$ cat config.mk
export PLATFORM = sky130hd
export DESIGN_NAME = dirpred_top
export DESIGN_NICKNAME = d
export VERILOG_FILES = /design/src/rtl/dirpred_pkg.sv /design/src/rtl/dirpred_history.sv /design/src/rtl/dirpred_table.sv /design/src/rtl/dirpred_top.sv
export SDC_FILE = /design/constraint.sdc
export NUM_CORES = 1
export LEC_CHECK = 0
export BUFFER_PORTS_ARGS = -buffer_cell sky130_fd_sc_hd__buf_2
export CAP_MARGIN = 20
export CORE_MARGIN = 4
export CORE_UTILIZATION = 47
export CTS_CLUSTER_SIZE = 30
export DETAILED_ROUTE_END_ITERATION = 6
export PLACE_DENSITY_LB_ADDON = 0.15
export SYNTH_ARGS = -nofsm -noshare
export SYNTH_HDL_FRONTEND = slang
export SYNTH_HIERARCHICAL = 1
export SYNTH_SLANG_ARGS = --single-unit
$ cat constraint.sdc
create_clock -name clk -period 4.24 [get_ports clk]
set_clock_uncertainty 0.1 [all_clocks]
set_input_delay 0.848 -clock clk [delete_from_list [all_inputs] [get_ports clk]]
set_output_delay 0.848 -clock clk [all_outputs]
set_load 0.005 [all_outputs]
$ cat src/rtl/dirpred_pkg.sv
// Package: shared entry type and next-state rule for the direction predictor.
// Assumes one update per entry per cycle; the rule is pure combinational.
package dirpred_pkg;

    localparam int HIST_W = 2;

    // One predictor entry: predicted direction and last-prediction-wrong flag.
    typedef struct packed {
        logic dir;
        logic miss;
    } ctr_t;

    // Next entry value given the actual outcome of the branch.
    function automatic ctr_t ctr_next(ctr_t cur, logic taken);
        ctr_t nxt;
        if (cur.dir == taken) begin
            nxt.dir  = cur.dir;
            nxt.miss = 1'b0;
        end else if (!cur.miss) begin
            nxt.dir  = cur.dir;
            nxt.miss = 1'b1;
        end else begin
            nxt.dir  = ~cur.dir;
            nxt.miss = 1'b0;
        end
        return nxt;
    endfunction

endpackage

$ cat src/rtl/dirpred_history.sv
// Module: global outcome history shift register.
// Shifts in the resolved outcome on every valid update; clears on reset.
module dirpred_history #(
    parameter int HIST_W = 2
) (
    input  logic              clk,
    input  logic              rst_n,
    input  logic              shift_en,
    input  logic              bit_in,
    output logic [HIST_W-1:0] hist
);

    // Shift register update with synchronous active-low reset.
    always_ff @(posedge clk) begin
        if (!rst_n) begin
            hist <= '0;
        end else if (shift_en) begin
            hist <= {hist[HIST_W-2:0], bit_in};
        end
    end

    // newest outcome enters at bit 0, previous bit 0 moves up.
    assert_hist_shift_R3: assert property (@(posedge clk) disable iff (!rst_n)
        (rst_n && shift_en) |=> (hist[0] == $past(bit_in)) && (hist[1] == $past(hist[0])));

    // history holds when no update is presented.
    assert_hist_hold_R3: assert property (@(posedge clk) disable iff (!rst_n)
        (rst_n && !shift_en) |=> $stable(hist));

endmodule

$ cat src/rtl/dirpred_table.sv
// Module: predictor entry storage, one read port and one update port.
// Read is combinational and sees the pre-edge contents; the write lands at the edge.
module dirpred_table
    import dirpred_pkg::*;
#(
    parameter int AW = 6
) (
    input  logic          clk,
    input  logic          rst_n,
    input  logic [AW-1:0] rd_idx,
    output ctr_t          rd_entry,
    input  logic          wr_en,
    input  logic [AW-1:0] wr_idx,
    input  logic          wr_taken
);

    localparam int DEPTH = 1 << AW;

    ctr_t mem [DEPTH];
    ctr_t cur;

    // Combinational read of the lookup entry and of the entry being updated.
    always_comb begin
        rd_entry = mem[rd_idx];
        cur      = mem[wr_idx];
    end

    // Entry update on a resolved branch; reset sets every entry to not-taken/right.
    always_ff @(posedge clk) begin
        if (!rst_n) begin
            for (int i = 0; i < DEPTH; i++) begin
                mem[i] <= '0;
            end
        end else if (wr_en) begin
            mem[wr_idx] <= ctr_next(cur, wr_taken);
        end
    end

    // a correct outcome leaves the direction and clears the wrong flag.
    assert_correct_clears_R4: assert property (@(posedge clk) disable iff (!rst_n)
        (rst_n && wr_en && (cur.dir == wr_taken)) |=>
        (mem[$past(wr_idx)].miss == 1'b0) && (mem[$past(wr_idx)].dir == $past(cur.dir)));

    // a misprediction from the right state never flips the direction.
    assert_first_miss_keeps_R5: assert property (@(posedge clk) disable iff (!rst_n)
        (rst_n && wr_en && !cur.miss && (cur.dir != wr_taken)) |=>
        (mem[$past(wr_idx)].dir == $past(cur.dir)) && mem[$past(wr_idx)].miss);

    // a misprediction from the wrong state flips the direction.
    assert_second_miss_flips_R6: assert property (@(posedge clk) disable iff (!rst_n)
        (rst_n && wr_en && cur.miss && (cur.dir != wr_taken)) |=>
        (mem[$past(wr_idx)].dir != $past(cur.dir)) && !mem[$past(wr_idx)].miss);

    // without an update, the entry under lookup keeps its value.
    assert_idle_stable_R8: assert property (@(posedge clk) disable iff (!rst_n)
        (rst_n && !wr_en) |=> (mem[$past(rd_idx)] == $past(rd_entry)));

endmodule

$ cat src/rtl/dirpred_top.sv
// Module: two-level global-history branch direction predictor top.
// Assumes the caller returns, with each update, the history it read at lookup.
module dirpred_top
    import dirpred_pkg::*;
#(
    parameter int PC_W  = 32,
    parameter int IDX_W = 4
) (
    input  logic              clk,
    input  logic              rst_n,
    input  logic [PC_W-1:0]   lk_pc,
    output logic              lk_taken,
    output logic [HIST_W-1:0] lk_hist,
    input  logic              up_valid,
    input  logic [PC_W-1:0]   up_pc,
    input  logic [HIST_W-1:0] up_hist,
    input  logic              up_taken
);

    localparam int AW = HIST_W + IDX_W;

    logic [HIST_W-1:0] ghist;
    logic [AW-1:0]     rd_idx;
    logic [AW-1:0]     wr_idx;
    ctr_t              rd_entry;
    logic              unused_pc_hi;

    // Form table addresses: history selects the set, low PC bits the entry.
    always_comb begin
        rd_idx       = {ghist, lk_pc[IDX_W-1:0]};
        wr_idx       = {up_hist, up_pc[IDX_W-1:0]};
        unused_pc_hi = ^{lk_pc[PC_W-1:IDX_W], up_pc[PC_W-1:IDX_W]};
        lk_taken     = rd_entry.dir;
        lk_hist      = ghist;
    end

    dirpred_history #(.HIST_W(HIST_W)) u_hist (
        .clk      (clk),
        .rst_n    (rst_n),
        .shift_en (up_valid),
        .bit_in   (up_taken),
        .hist     (ghist)
    );

    dirpred_table #(.AW(AW)) u_table (
        .clk      (clk),
        .rst_n    (rst_n),
        .rd_idx   (rd_idx),
        .rd_entry (rd_entry),
        .wr_en    (up_valid),
        .wr_idx   (wr_idx),
        .wr_taken (up_taken)
    );

    // the cycle after reset, history is clear and the lookup predicts not-taken.
    assert_reset_state_R1: assert property (@(posedge clk)
        !rst_n |=> (lk_hist == '0) && !lk_taken);

endmodule

# Word-level counts from Yosys, hierarchy flattened
# Memories as Yosys holds them, arrays and structs flattened.
# Cells that the tools add are included.
# totals
reg_bits,2
n_memories,1
output_inout_bits,3
word_cells,16
ram_bits,128
# mem_list
memory,depth,word_bits,read_ports,rd_clocked_by_memory_dff,write_ports,line_no,source
u_table.mem,64,2,2,0,64,dirpred_table.sv:19,ctr_t mem [DEPTH];
# op_classes
n_eq_ne,1
n_reduce_logical,1
bitwise,1
mux,11
# ops
cell,count
2-to-1 mux 2 bit,5
2-to-1 mux 6 bit,1
2-to-1 mux 1 bit,5
OR reduction 2 bit,1
equality test 1 bit,1
inverter 1 bit,1

# Longest topological paths before layout
# An unclocked memory read counts as a cell.
# logic_depth
word_depth,7
mapped_depth,12
ltp_nobuf,7

# By module
# The synthesis kept the hierarchy.
# modules_own_cells
mod,n_inst,area_each_um2,cells_per_inst,seq_area_each_um2
dirpred_table,1,7581.0,635,3843.7
dirpred_history,1,72.6,6,40.0

# Least setup slack after synthesis
# Ideal clock, no wire load.
# synth_path
path_type,input to output
start,in lk_pc[0]
end,out lk_taken
path_slack_ps,358
required_ps,3292
path_buffers,3
arrival_time_ps,2934
cell_stages,7
cell_sequence,clkbuf_1 -> buf_2 -> buf_2 -> mux4_2 -> mux4_2 -> mux2i_1 -> a21oi_1
# synth_via
elab_chain_cells,1
# synth_lines
element,line_no,source
start: declaration,dirpred_top.sv:11,"input logic [PC_W-1:0] lk_pc,"
memory (64 x 2 bit),n/a,
end: declaration,dirpred_top.sv:12,"output logic lk_taken,"
# No other way between the ends.

# Worst setup path in the final report
# Ends and elaborated chain as after synthesis.

==> results.py <==
metrics = {
    "status": {
        "status": "finished, final reports clean",
    },
    "sta": {
        "max_clock_freq_ghz": 0.264,
        "tns_ns": 0,
        "hold-worst-slack_ns": 0.456,
        "postLayoutSetupSlackWorst_ns": 0.456,
        "worstMarginPinSlew_ns": 0.971,
        "period_share": 0.892,
        "maxSlewHeadroom": 0.351,
        "fin_crit_ns": 3.78,
        "hold_violations": 0,
        "setup_viol": 0,
        "rsz0062_at_grt": "no",
        "finalMaxSlewViolations": 0,
    },
    "floorplan": {
        "die-area_mm2": 0.0173,
        "num_rows": 44,
        "start_util": 0.486,
        "die_x_um": 132,
        "die-height_um": 132,
        "io_pins": 73,
        "core_area_mm2": 0.0148,
    },
    "global_route": {
        "grt-ovfl-total": 0,
        "top_usage_layer": "met2",
        "grt_pass1_vias": 5274,
        "grtUsageTotal": 0.230,
        "use_met1": 0.313,
        "grt_util_met2": 0.363,
        "grt_pass1_wl_um": 30400,
        "grt_use_met3": 0.0573,
        "grt_max_degree": 37,
        "antenna_found_initial": 0,
    },
    "setup_path": {
        "r2r_setup_slack_ns": 1.42,
        "path_cells": "buf_2, buf_4, mux4_2, mux4_2, mux2i_1, a21oi_1, buf_2",
        "r2r-end": "u_table/mem[21][0]",
        "slowest_delay_ns": 0.55,
        "critPathSlowestCell": "mux4_2",
        "arrival_ns": 2.84,
        "cp-startpoint": "lk_pc[0]",
        "crit_type": "in2out",
        "required_ns": 3.29,
        "worstSetupStartpointType": "input pin",
        "crit_end": "lk_taken",
        "reg2reg_depth": 9,
        "r2r_start": "u_table/mem[38][1]",
        "cp_max_fo": 8,
        "crit_path_end_kind": "output pin",
    },
    "clock_network": {
        "cts_setup_buffers": 0,
        "cts_buffers": 17,
        "cts_hold_buf": 0,
        "htree_levels": 4,
        "cts_tree": "done",
        "clock_latency_ns": 0.42,
        "clk_pin_slew_ns": 0.06,
        "cts_sinks": 130,
        "root_buffer": "clkbuf_16",
        "clockBufferDepth": 2,
        "post_cts_resized": 0,
    },
    "layout": {
        "seq_area_mm2": 0.00388,
        "diodes": 0,
        "final_util": 0.554,
        "layout_commonest_cell": "edfxtp_1",
        "areaGrowthSynthToFinish_pct": 13.9,
        "drive_above_1_share": 0.260,
        "mostFrequentLayoutCells": "128 x edfxtp_1, 98 x nor2_1, 98 x nand2_1",
        "final_nets": 703,
        "fillers": 1231,
        "instances_no_fill": 830,
        "design_area_mm2": 0.00817,
        "multi_input_area_mm2": 0.00296,
    },
    "place": {
        "dp_worst_setup_slack_ns": 0.404,
        "place.gp.congestion": 0.918,
        "placed_cells": 798,
        "placed_area_mm2": 0.00756,
        "portBuffers": 16,
        "hpwlAfterDp_um": 13700,
    },
    "synthesis": {
        "yosysWarnings": 6,
        "avgSynthCellArea_um2": 11.6,
        "synth_fp_nets": 687,
        "synthCells": 617,
        "syn_area_mm2": 0.00717,
    },
    "pwr": {
        "p_total_mw": 3.43,
        "leakage_nw": 2.89,
        "ir_drop_mv": 0.273,
        "power.density_mw_per_mm2": 420,
    },
    "routing": {
        "drc": 0,
        "wl_per_cell_um": 23.4,
        "viasPerCell": 6.27,
        "drt_iter0_drc": 634,
        "ant_nets": 0,
        "vias": 5201,
        "dr.pass1.iters": 5,
        "routed_wl_um": 19400,
    },
    "run": {
        "drv_cap": 0,
    },
    "worst_hold_path": {
        "hp-class": "reg2reg",
    },
}
[state kept, by name (all words and copies together) (netlist names)]
signal,cells
u_hist/hist,2
u_table/mem,128
[layer usage]
layer	up-vias	routed length, um
met4	0	365
met5	-	0
met2	252	9430
li1	2306	-
met1	2615	8110
met3	28	1540
[critical path, delay by kind of cell]
kind | cells | cell delay [ns]
AO/OA/AOI/OAI | 1 | 0.08
multiplexers | 3 | 1.25
buffers and inverters | 3 | 0.64
[area by class of cell]
type                            instances  share of cell area
Sequential cell                       130               0.475
Clock inverter                         15              0.0233
Inverter                                6             0.00276
Tap cell                              184              0.0282
Multi-Input combinational cell        420               0.363
Timing Repair Buffer                   58              0.0560
Clock buffer                           17              0.0520
[where the power goes]
group	total, mW	internal, mW	switching, mW
Combinational	0.435	0.161	0.273
Clock	1.52	0.977	0.545
Sequential	1.48	1.45	0.0228
Total	3.43	2.59	0.841
[how the worst min path moves through the flow]
stage | from | to | slack [ns] | depth (start not counted)
2_1_floorplan | u_hist/hist[0] | u_hist/hist[0] | 0.43 | 2
3_3_place_gp | u_hist/hist[1] | u_hist/hist[1] | 0.43 | 2
3_5_place_dp | u_hist/hist[1] | u_hist/hist[1] | 0.45 | 2
4_1_cts | u_hist/hist[1] | u_hist/hist[1] | 0.45 | 2
5_1_grt | u_hist/hist[1] | u_hist/hist[1] | 0.51 | 2
6_report | u_hist/hist[1] | u_hist/hist[1] | 0.46 | 2
(Power assumes the default switching activity.)
